$ cat config.mk
export PLATFORM = sky130hd
export DESIGN_NAME = fault_collector
export DESIGN_NICKNAME = d
export VERILOG_FILES = /design/src/rtl/fc_pkg.sv /design/src/rtl/fc_evt_sync.sv /design/src/rtl/fc_hold_timer.sv /design/src/rtl/fc_pin_drv.sv /design/src/rtl/fault_collector.sv
export SDC_FILE = /design/constraint.sdc
export NUM_CORES = 1
export LEC_CHECK = 0
export ABC_CLOCK_PERIOD_IN_PS = 2200
export BUFFER_PORTS_ARGS = -buffer_cell sky130_fd_sc_hd__buf_4
export CAP_MARGIN = 20
export CORE_MARGIN = 2
export CORE_UTILIZATION = 53
export DETAILED_ROUTE_END_ITERATION = 8
export GPL_TIMING_DRIVEN = 0
export PLACE_DENSITY = 0.73
export SKIP_LAST_GASP = 1
export SYNTH_ARGS = -nofsm -noshare
export SYNTH_HDL_FRONTEND = slang
export SYNTH_HIERARCHICAL = 1
export SYNTH_SLANG_ARGS = --single-unit
$ cat constraint.sdc
create_clock -name clk -period 2.2 [get_ports clk]
set_input_delay 0.22 -clock clk [delete_from_list [all_inputs] [get_ports clk]]
set_output_delay 0.22 -clock clk [all_outputs]
set_load 0.02 [all_outputs]
$ cat src/rtl/fc_pkg.sv
package fc_pkg;
  typedef enum logic [2:0] {
    A_ENABLE = 3'd0,
    A_PRIO   = 3'd1,
    A_STATUS = 3'd2,
    A_CTRL   = 3'd3,
    A_HOLD   = 3'd4,
    A_TGLHI  = 3'd5,
    A_TGLLO  = 3'd6
  } reg_addr_e;

  localparam int CTRL_TOGGLE = 0;
  localparam int CTRL_MON    = 1;
  localparam int CTRL_CLRREQ = 2;
endpackage

$ cat src/rtl/fc_evt_sync.sv
module fc_evt_sync #(
  parameter int N_EVT = 8
) (
  input  logic             clk,
  input  logic             rst,
  input  logic [N_EVT-1:0] evt_i,
  output logic [N_EVT-1:0] rise_o
);
  for (genvar i = 0; i < N_EVT; i++) begin : g_bit
    logic meta_q, sync_q, prev_q;
    always_ff @(posedge clk) begin
      if (rst) begin
        meta_q <= 1'b0;
        sync_q <= 1'b0;
        prev_q <= 1'b0;
      end else begin
        meta_q <= evt_i[i];
        sync_q <= meta_q;
        prev_q <= sync_q;
      end
    end
    assign rise_o[i] = sync_q & ~prev_q;
  end
endmodule

$ cat src/rtl/fc_hold_timer.sv
module fc_hold_timer #(
  parameter int CNT_W = 16
) (
  input  logic             clk,
  input  logic             rst,
  input  logic             load,
  input  logic [CNT_W-1:0] load_val,
  output logic             expired
);
  logic [CNT_W-1:0] cnt_q;

  always_ff @(posedge clk) begin
    if (rst)                cnt_q <= '0;
    else if (load)          cnt_q <= load_val;
    else if (cnt_q != '0)   cnt_q <= cnt_q - 1'b1;
  end

  assign expired = (cnt_q == '0);
endmodule

$ cat src/rtl/fc_pin_drv.sv
module fc_pin_drv #(
  parameter int CNT_W = 16
) (
  input  logic             clk,
  input  logic             rst,
  input  logic             toggle_on,
  input  logic [CNT_W-1:0] hi_len,
  input  logic [CNT_W-1:0] lo_len,
  input  logic             fault,
  output logic             pin_n
);
  logic             phase_q;
  logic [CNT_W-1:0] cnt_q;
  logic [CNT_W-1:0] hi_eff, lo_eff;

  assign hi_eff = (hi_len == '0) ? CNT_W'(1) : hi_len;
  assign lo_eff = (lo_len == '0) ? CNT_W'(1) : lo_len;

  always_ff @(posedge clk) begin
    if (rst || !toggle_on) begin
      phase_q <= 1'b1;
      cnt_q   <= '0;
    end else if (cnt_q == '0) begin
      phase_q <= ~phase_q;
      cnt_q   <= phase_q ? lo_eff - 1'b1 : hi_eff - 1'b1;
    end else begin
      cnt_q   <= cnt_q - 1'b1;
    end
  end

  always_ff @(posedge clk) begin
    if (rst)            pin_n <= 1'b1;
    else if (fault)     pin_n <= 1'b0;
    else if (toggle_on) pin_n <= phase_q;
    else                pin_n <= 1'b1;
  end
endmodule

$ cat src/rtl/fault_collector.sv
module fault_collector
  import fc_pkg::*;
#(
  parameter int N_EVT = 8,
  parameter int CNT_W = 16,
  parameter int DW    = 32
) (
  input  logic             clk,
  input  logic             rst,
  input  logic [N_EVT-1:0] evt_i,
  input  logic             reg_we,
  input  logic [2:0]       reg_addr,
  input  logic [DW-1:0]    reg_wdata,
  output logic [DW-1:0]    reg_rdata,
  output logic             irq_lo,
  output logic             irq_hi,
  output logic             fault_n
);
  logic [N_EVT-1:0] enable_q, prio_q, status_q;
  logic [N_EVT-1:0] rise, set_vec, w1c;
  logic [1:0]       ctrl_q;
  logic [CNT_W-1:0] hold_q, tglhi_q, tgllo_q;
  logic             set_any, clr_req, clr_pend_q, err_act_q;
  logic             expired, hi_pending, release_now, toggle_on;
  logic             unused_wdata;

  assign unused_wdata = ^reg_wdata;

  fc_evt_sync #(.N_EVT(N_EVT)) u_sync (
    .clk(clk), .rst(rst), .evt_i(evt_i), .rise_o(rise)
  );

  assign set_vec = rise & enable_q;
  assign set_any = |set_vec;
  assign w1c     = (reg_we && reg_addr == A_STATUS) ? reg_wdata[N_EVT-1:0] : '0;
  assign clr_req = reg_we && reg_addr == A_CTRL && reg_wdata[CTRL_CLRREQ];

  always_ff @(posedge clk) begin
    if (rst) begin
      enable_q <= '0;
      prio_q   <= '0;
      ctrl_q   <= '0;
      hold_q   <= '0;
      tglhi_q  <= '0;
      tgllo_q  <= '0;
    end else if (reg_we) begin
      case (reg_addr)
        A_ENABLE: enable_q <= reg_wdata[N_EVT-1:0];
        A_PRIO:   prio_q   <= reg_wdata[N_EVT-1:0];
        A_CTRL:   ctrl_q   <= reg_wdata[1:0];
        A_HOLD:   hold_q   <= reg_wdata[CNT_W-1:0];
        A_TGLHI:  tglhi_q  <= reg_wdata[CNT_W-1:0];
        A_TGLLO:  tgllo_q  <= reg_wdata[CNT_W-1:0];
        default: ;
      endcase
    end
  end

  always_ff @(posedge clk) begin
    if (rst) status_q <= '0;
    else     status_q <= (status_q & ~w1c) | set_vec;
  end

  fc_hold_timer #(.CNT_W(CNT_W)) u_hold (
    .clk(clk), .rst(rst), .load(set_any), .load_val(hold_q), .expired(expired)
  );

  assign hi_pending  = |(status_q & prio_q);
  assign release_now = err_act_q && clr_pend_q && expired && !hi_pending && !set_any;

  always_ff @(posedge clk) begin
    if (rst) begin
      err_act_q  <= 1'b0;
      clr_pend_q <= 1'b0;
    end else begin
      if (set_any)          err_act_q <= 1'b1;
      else if (release_now) err_act_q <= 1'b0;

      if (set_any || release_now) clr_pend_q <= 1'b0;
      else if (clr_req)           clr_pend_q <= 1'b1;
    end
  end

  always_ff @(posedge clk) begin
    if (rst) begin
      irq_lo <= 1'b0;
      irq_hi <= 1'b0;
    end else begin
      irq_lo <= |(status_q & ~prio_q);
      irq_hi <= hi_pending;
    end
  end

  assign toggle_on = ctrl_q[CTRL_TOGGLE] & ~ctrl_q[CTRL_MON];

  fc_pin_drv #(.CNT_W(CNT_W)) u_pin (
    .clk(clk), .rst(rst), .toggle_on(toggle_on), .hi_len(tglhi_q),
    .lo_len(tgllo_q), .fault(err_act_q), .pin_n(fault_n)
  );

  always_ff @(posedge clk) begin
    if (rst) reg_rdata <= '0;
    else begin
      case (reg_addr)
        A_ENABLE: reg_rdata <= DW'(enable_q);
        A_PRIO:   reg_rdata <= DW'(prio_q);
        A_STATUS: reg_rdata <= DW'(status_q);
        A_CTRL:   reg_rdata <= DW'(ctrl_q);
        A_HOLD:   reg_rdata <= DW'(hold_q);
        A_TGLHI:  reg_rdata <= DW'(tglhi_q);
        A_TGLLO:  reg_rdata <= DW'(tgllo_q);
        default:  reg_rdata <= '0;
      endcase
    end
  end
endmodule

* After elaboration in Yosys (flattened, before gate mapping)
Cells that the tools add are included.
W data, S select, Z words.
** Storage, ports and cells
- Register bits :: 168
- Bits of input ports :: 46
- Word-level logic and storage cells :: 118
** Cells by class
- $add $sub $neg :: 4
- Eq/ne operators :: 6
- Muxes and demuxes :: 12
- Bitwise operators :: 26
- Reductions and logical operators :: 30
** Operator list (count)
- $pmux W16 S7 :: 1
- $mux W16 :: 6
- $logic_not A16 Y1 :: 4
- $sub A16 B1 Y16 const B :: 4
- $and A8 B8 Y8 :: 4
- $reduce_or A8 Y1 :: 3
- $not A8 Y8 :: 2
- $reduce_bool A16 Y1 :: 1
- $reduce_and A2 Y1 :: 6
- $not A1 Y1 :: 10
- $and A1 B1 Y1 :: 9
- $eq A3 B3 Y1 const B :: 3
- $mux W8 :: 1
- $or A8 B8 Y8 :: 1
- $logic_and A1 B1 Y1 :: 7
- $eq A3 B2 Y1 const B :: 2
- $mux W1 :: 4
- $reduce_bool A2 Y1 :: 2
- $eq A3 B1 Y1 const B :: 1
- $logic_not A1 Y1 :: 3
- $logic_not A3 Y1 :: 1
- $logic_or A1 B1 Y1 :: 2
- $reduce_or A2 Y1 :: 1

* Depth between registers and ports, before layout
Gate-level depths: netlist of the first run.
- Depth in word-level cells :: 8
- Depth in mapped cells :: 13
- Depth with buffers taken out :: 12

* Hierarchy
Netlist of the first run, hierarchy kept.
** By module, submodules not included
- fault_collector :: times used 1, cells each 500, area an instance 4028.9 µm²
- fc_pin_drv :: times used 1, cells each 159, area an instance 1350.0 µm²
- fc_hold_timer :: times used 1, cells each 112, area an instance 902.1 µm²
- fc_evt_sync :: times used 1, cells each 58, area an instance 743.2 µm²

* Least setup slack after synthesis of the first run
OpenSTA, ideal clock, no wires.
- Kind :: register to register
- Start :: reg u_pin.cnt_q[2]
- End :: reg u_pin.cnt_q[12]
- Arrival time :: 2135 ps
- Setup slack :: -62 ps
- Stages on the path, launching flop included :: 13
- Buffers on the path :: 2
- Cell sequence :: dfxtp_1 > nor4_1 > and4_1 > buf_6 > buf_2 > a21oi_1 > ha_1 > nor3b_1 > nand2_1 > o22ai_1 > nand2_1 > xor2_1 > nor2_1
** On the way
- Word-level cells in the longest chain between the ends :: 2
- Elaborated cells between the ends (all ways) :: 3
- Classes of those cells :: 1 x add/sub; 1 x mux; 1 x reduce/logical
** Ends and longest elaborated chain
- start: declaration :: RTL line fc_pin_drv.sv:13 : logic [CNT_W-1:0] cnt_q;
- start signal: assignment :: RTL line fc_pin_drv.sv:25 : cnt_q <= phase_q ? lo_eff - 1'b1 : hi_eff - 1'b1;
- start signal: assignment :: RTL line fc_pin_drv.sv:27 : cnt_q <= cnt_q - 1'b1;
- $sub A16 B1 Y16 or $logic_not A16 Y1 (tied branches) :: RTL line fc_pin_drv.sv:27, fc_pin_drv.sv:23
- $mux W16 * :: RTL line fc_pin_drv.sv:23 : end else if (cnt_q == '0) begin
Every way passes the cells marked *; elsewhere a longest branch is shown, timed or not.
A chain may end at the register's enable or synchronous reset.

* Worst setup path in the final report of the first run
- Start :: reg tgllo_q[9]
- End :: reg u_pin.cnt_q[14]
** On the way
- Word-level cells in the longest chain between the ends :: 5
** Ends and longest elaborated chain
- start: declaration :: RTL line fault_collector.sv:22 : logic [CNT_W-1:0] hold_q, tglhi_q, tgllo_q;
- start signal: assignment :: RTL line fault_collector.sv:53 : A_TGLLO: tgllo_q <= reg_wdata[CNT_W-1:0];
- $logic_not A16 Y1 :: RTL line fc_pin_drv.sv:17 : assign lo_eff = (lo_len == '0) ? CNT_W'(1) : lo_len;
- $mux W16 * :: RTL line fc_pin_drv.sv:17
- $sub A16 B1 Y16 * :: RTL line fc_pin_drv.sv:25
- $mux W16 * :: RTL line fc_pin_drv.sv:25
- $mux W16 * :: RTL line fc_pin_drv.sv:23
Marked as above.

==> results of run 1 <==
where the power goes:
part	switching [mW]	leakage, nW	internal (mW)
logic	0.821	1.93	0.658
clock network	1.18	0.275	1.77
registers	0.145	1.26	2.88
total	2.14	3.46	5.31
worst max path at each step:
| stage | to | startpoint | cells past startpoint | slack (ns) |
|---|---|---|---|---|
| floorplan | u_pin/cnt_q[8] | u_pin/cnt_q[6] | 12 | 0.02 |
| global placement | u_pin/cnt_q[6] | tglhi_q[6] | 11 | -0.29 |
| detailed placement | u_pin/cnt_q[6] | tglhi_q[6] | 11 | -0.33 |
| CTS | u_pin/cnt_q[10] | u_pin/phase_q | 12 | -0.12 |
| global route | u_pin/cnt_q[14] | tgllo_q[9] | 12 | -0.33 |
| finish | u_pin/cnt_q[14] | tgllo_q[9] | 12 | -0.26 |
sequential cells by signal, summed over array words and instances, names as in the netlist:
| register | flops |
|---|---|
| hold_q | 16 |
| reg_rdata | 16 |
| tglhi_q | 16 |
| tgllo_q | 16 |
| u_hold/cnt_q | 16 |
| u_pin/cnt_q | 16 |
| enable_q | 8 |
| prio_q | 8 |
| status_q | 8 |
| u_sync/g_bit.meta_q | 8 |
| u_sync/g_bit.prev_q | 8 |
| u_sync/g_bit.sync_q | 8 |
| ctrl_q | 2 |
| clr_pend_q | 1 |
| err_act_q | 1 |
| irq_hi | 1 |
| irq_lo | 1 |
| u_pin/phase_q | 1 |
| u_pin/pin_n | 1 |
metal layers:
metal | vias to the layer above | track usage | part of all wire
li1 | 3067 | - | -
met5 | - | 0 | 0
met2 | 401 | 0.450 | 0.47
met3 | 71 | 0.0603 | 0.092
met1 | 3054 | 0.375 | 0.40
met4 | 0 | 0.134 | 0.037
through the flow:
stage	util	TNS, ns	setup WS [ns]	power (mW)
floorplan	-	0	0.0235	4.05
global placement	0.587	-1.47	-0.292	4.34
detailed placement	0.587	-2.05	-0.331	4.36
CTS	0.663	-0.310	-0.115	7.34
global route	0.681	-2.07	-0.332	7.72
finish	0.681	-1.35	-0.261	7.45
final cells by class:
cell class                 instances  area [sq um]  share of cell area
inverter                          16          60.1             0.00674
clock inverter                    12           153              0.0171
multi-input combinational        618          3870               0.434
timing repair buffer              84           654              0.0734
buffer                            58           390              0.0438
tap                              176           220              0.0247
clock buffer                      19           433              0.0486
sequential                       152          3140               0.352
layout by cell type, fill, tap and decap left out, types with 11 or more instances in the layout:
cell       count
a21oi_1       93
buf_2         11
buf_4         99
clkbuf_1      13
clkbuf_16     17
conb_1        16
dfxtp_1      111
dfxtp_2       24
dfxtp_4       17
inv_1         15
mux2i_1       20
nand2_1      193
nor2_1        50
nor2b_1       22
nor2b_2       14
nor3_1        14
o21ai_0       16
logic make-up after synthesis:
logic type / synth area share
and+or+nand+nor: 0.261
AOI/OAI and AO/OA: 0.153
DFF: 0.433
buffers and inverters: 0.0615
muxes: 0.0647
xor gates and xnor gates: 0.0224
adders and majority gates: 0.00356
other: 0.000534
critical path: stages (launching register included):
cell	delay, ns
dfxtp_2	0.36
nor4_1	0.38
nand2_1	0.18
o211a_4	0.31
nor2_4	0.14
nor2_2	0.05
ha_2	0.19
nor3b_4	0.16
nand2_2	0.10
buf_6	0.11
nor2_4	0.03
and4_1	0.14
nor3_1	0.20
repair_timing:
item,in CTS,in global routing
hold buffers,8,0
endpoints found under the setup margin,13,12
endpoints found under the hold margin,8,0
gates resized for setup,61,53
buffers inserted,22,7
cloned,0,0
pin swaps,12,11
==> impl_metrics.csv, run 1 <==
group,metric,value,unit
place,placed_cells,1067,
route,post_drt_wl_per_cell,18.5,um
critical_path,ff2ff_path_depth,12,
yosys,synth.avg_cell_area,8.47,sq um
clocking,root_buffer,"clkbuf_16",
yosys,ys.warnings.count,6,
clocking,cts_sinks,152,
critical_path,r2r_start,"tgllo_q[9]",
grt,grt_pass1_vias,5959,
critical_path,end_kind,"register",
min_path,worstHoldEndpoint,"tgllo_q[11]",
yosys,ys.flop_type,"dfxtp_1",
yosys,ys_types,77,
sta,max_clock_freq,406,MHz
yosys,netlist_area,0.00702,sq mm
sta,slew_headroom,0.521,
sta,finalCriticalPeriod,2.46,ns
critical_path,cp.required,2.54,ns
layout,layout.cells.non_filler,1135,
place,dp_hpwl,13.5,mm
critical_path,cp-start-kind,"register",
sta,min_period_over_period,1.12,
min_path,min_path_type,"in -> reg",
power,cellPowerDensity,835,mW/mm^2
sta,fin_hold_ws,0.0585,ns
yosys,yosysSeqAreaShare,0.433,
yosys,synth_area_leaders,"dfxtp_1, nand2_1, a21oi_1",
die,die_w,119,um
grt,grt_usage,0.286,
clocking,cts_tree,"done",
critical_path,crit_path_max_fanout,4,
clocking,htreeDepth,4,
clocking,clock_path_buffers,2,
layout,fillerInstances,1052,
critical_path,arrival,2.80,ns
layout,diodes,0,
critical_path,rrSetupSlack,-0.26,ns
power,p_leak,3.46,nW
layout,fin_nets,995,
grt,grt_pass1_wl,31.3,mm
yosys,synth_top_area_cell,"dfxtp_1",
yosys,yosysMostFrequentCell,"nand2_1",
layout,drive_gt1_frac,0.283,
route,drt_wl_total,21.0,mm
die,row_count,42,
sta,grt_setup_unrepaired,"yes",
route,drtAntennaViolNets,0,
layout,fin_area,0.00892,sq mm
status,violations,"negative setup slack",
yosys,synth-seq-cells,152,
route,first_pass_iters,5,
status,status,"finished with violations",
grt,grt_remaining_overflow,0,
clocking,numCtsBuffers,17,
run,cap_violations,0,
die,start_util,0.537,
sta,tightest_slew,0.719,ns
critical_path,critical_path_class,"reg -> reg",
clocking,clk-insertion-delay-late,0.44,ns
route,viasPerCell,5.81,
sta,layout_setup_ws,-0.261,ns
clocking,clkTransAtPathRegs,0.06,ns
yosys,ys_async_sr_fraction,0,
layout,area_growth,26.9,%
grt,grt_max_degree,17,
place,placed_area,0.00768,sq mm
die,ios,81,
yosys,synth_common_cells,"nand2_1, dfxtp_1, a21oi_1",
route,detail_route.iter0.violations,795,
sta,setup_viol,9,
sta,fin_skew,0.00824,ns
place,place.gp.congestion,0.909,
critical_path,timing.rr.end,"u_pin/cnt_q[14]",
place,portBuffers,47,
die,die_height,119,um
sta,finalHoldViolCount,0,
power,vdd_drop_max,0.000549,V
yosys,synth.top_cell.area_share,0.433,
grt,antenna_found_initial,0,
yosys,synth-edff-count,0,
min_path,hp-start,"reg_wdata[11]",
sta,drv_slew,0,
route,vias,6593,
die,design.core.area,0.0131,sq mm
min_path,whs_path_depth,3,
yosys,syn-instance-count,829,
die,dieArea,0.0142,sq mm
route,drc,0,
Power figures use the tool's default switching activity.
==> run 2, diff against run 1 <==
Settings changed: CORE_MARGIN 2 to 1.5, HOLD_SLACK_MARGIN set to 0.12.
==> run 2 against run 1 <==
  * The run still ends with negative setup slack left
  * Register-to-register slack improved by 0.11 ns
  * Worst setup slack improved by 0.11 ns
  * Cell count rose by 0.35%
  * Final area rose by 0.46%
  * Utilization rose by 2.0 points
  * Clock power rose by 4%
  * Largest power group is now the clock network
==> impl_metrics.csv, run 2 (synthesized netlist as in run 1, its figures left out) <==
group,metric,value,unit
status,status,"finished with violations",
status,violations,"negative setup slack",
grt,antenna_found_initial,0,
die,ios,81,
sta,slew_headroom,0.554,
critical_path,max_stage_delay,0.37,ns
run,cap_violations,0,
place,dpl_worst_slack,-0.308,ns
critical_path,r2r_start,"tgllo_q[4]",
route,viasPerCell,5.70,
sta,finalCriticalPeriod,2.35,ns
die,dieArea,0.0140,sq mm
clocking,cts_sinks,152,
clocking,clock_path_buffers,2,
sta,min_period_over_period,1.07,
grt,grt_usage,0.296,
place,place.gp.congestion,0.935,
route,drt_wl_total,20.5,mm
sta,setup_tns,-0.642,ns
critical_path,critPathBufInv,0,
critical_path,critical_path_class,"reg -> reg",
route,wl_met3,1.32,mm
layout,layout_commonest_cell,"nand2_1",
place,placed_area,0.00767,sq mm
clocking,cts_tree,"done",
die,design.core.area,0.0128,sq mm
critical_path,cp-start-kind,"register",
die,die_height,118,um
sta,tightest_slew,0.669,ns
layout,area_growth,27.5,%
layout,fin_area,0.00896,sq mm
power,p_leak,3.51,nW
sta,drv_slew,0,
power,power.total,7.56,mW
clocking,clkTransAtPathRegs,0.06,ns
route,detail_route.iter0.violations,602,
power,vdd_drop_max,0.000576,V
min_path,min_path_type,"in -> reg",
grt,grt_pass1_vias,6215,
critical_path,timing.rr.end,"u_pin/cnt_q[8]",
layout,diodes,0,
sta,fin_skew,0.00702,ns
route,drc,0,
layout,drive_gt1_frac,0.259,
min_path,worstHoldEndpoint,"u_pin/pin_n",
critical_path,crit_path_max_fanout,5,
die,row_count,41,
sta,max_clock_freq,426,MHz
critical_path,path_cells,"nor4_2 > nand2_1 > o211a_1 > nor2_2 > nor2_2 > ha_2 > nor3b_4 > nand4_1 > o22ai_4 > xnor2_1 > and2_1",
critical_path,cp.required,2.52,ns
route,post_drt_wl_per_cell,18.0,um
layout,final_cell_mix,"nand2_1, dfxtp_1, a21oi_1, buf_4, nor2_1",
layout,layout.cells.non_filler,1139,
route,wl_met2,10.1,mm
clocking,htreeDepth,4,
clocking,clk-insertion-delay-late,0.43,ns
die,die_w,118,um
layout,multiInputGateArea,0.00380,sq mm
layout,seq_area,0.00312,sq mm
place,dp_hpwl,14.5,mm
route,vias,6487,
critical_path,ff2ff_path_depth,11,
critical_path,arrival,2.67,ns
critical_path,critPathTopFamily,"simple AND/OR/NAND/NOR gates",
route,dr.max_layer_used,"met4",
layout,fin_util,0.701,
layout,fillerInstances,1005,
critical_path,end_kind,"register",
critical_path,rrSetupSlack,-0.15,ns
route,drtAntennaViolNets,0,
sta,fin_hold_ws,0.156,ns
sta,grt_setup_unrepaired,"yes",
grt,grt_pass1_wl,32.1,mm
grt,grt_max_degree,17,
die,start_util,0.550,
clocking,root_buffer,"clkbuf_16",
clocking,numCtsBuffers,17,
sta,finalHoldViolCount,0,
min_path,hp-start,"rst",
layout,fin_nets,1002,
route,first_pass_iters,6,
place,placed_cells,1063,
min_path,whs_path_depth,2,
power,cellPowerDensity,844,mW/mm^2
route,drt-met1-wl,8.34,mm
grt,grt_remaining_overflow,0,
critical_path,slowest_stage,"dfxtp_1",
place,portBuffers,47,
critical_path,cpMostUsedCell,"nor2_2",
sta,layout_setup_ws,-0.149,ns
sta,setup_viol,6,
## run 2: cell types whose count changed in the layout (fill, tap and decap cells not counted), moves of 3 or more
cell           before  now
nor2_4              5    2
dfxtp_2            24   17
dlygate4sd3_1       8   24
dfxtp_4            17   14
dfxtp_1           111  121
mux2i_4             3    0
nor4_2              2    6
buf_4              99   88
nor4_1             10    6
## run 2: routing by layer
metal	GRT usage	up-vias
met5	0	-
met4	0.133	0
met3	0.0615	58
met2	0.500	271
met1	0.361	3064
li1	-	3094
## run 2: final cells by class
class / count / share of cell area
multi-input cells: 618 / 0.424
clock buffers: 20 / 0.0499
inverters: 16 / 0.00670
flip-flops and latches: 152 / 0.348
well taps: 172 / 0.0240
clock inverters: 12 / 0.0196
plain buffers: 58 / 0.0433
repair buffers: 91 / 0.0848
## run 2: worst reg2reg max path: cells and delay by family, from the launching register on
| kind | cells | cell delay, ns |
|---|---|---|
| adder cells (fa/ha/maj) | 1 | 0.18 |
| flip-flops | 1 | 0.37 |
| AO/OA/AOI/OAI | 2 | 0.39 |
| XOR/XNOR | 1 | 0.16 |
| AND/OR/NAND/NOR | 7 | 1.14 |
## run 2: worst max path at each step
stage / start / endpoint / cells past startpoint
floorplan: u_pin/cnt_q[6] / u_pin/cnt_q[8] / 12
global placement: tglhi_q[6] / u_pin/cnt_q[6] / 11
detailed placement: tglhi_q[6] / u_pin/cnt_q[6] / 11
CTS: u_pin/phase_q / u_pin/cnt_q[12] / 12
global route: tglhi_q[12] / u_pin/cnt_q[8] / 11
finish: tgllo_q[4] / u_pin/cnt_q[8] / 11
## run 2: report_power, final
group	total (mW)	internal, mW	switching [mW]
clock network	3.08	1.92	1.16
registers	3.02	2.88	0.140
logic	1.46	0.654	0.802
## run 2: timing repair
item | CTS | global route
buffers inserted | 14 | 5
endpoints found under the hold margin | 71 | 0
cloned | 0 | 1
setup endpoints to repair | 13 | 13
resized for setup | 49 | 38
hold buffers | 24 | 0
pin swaps | 12 | 13
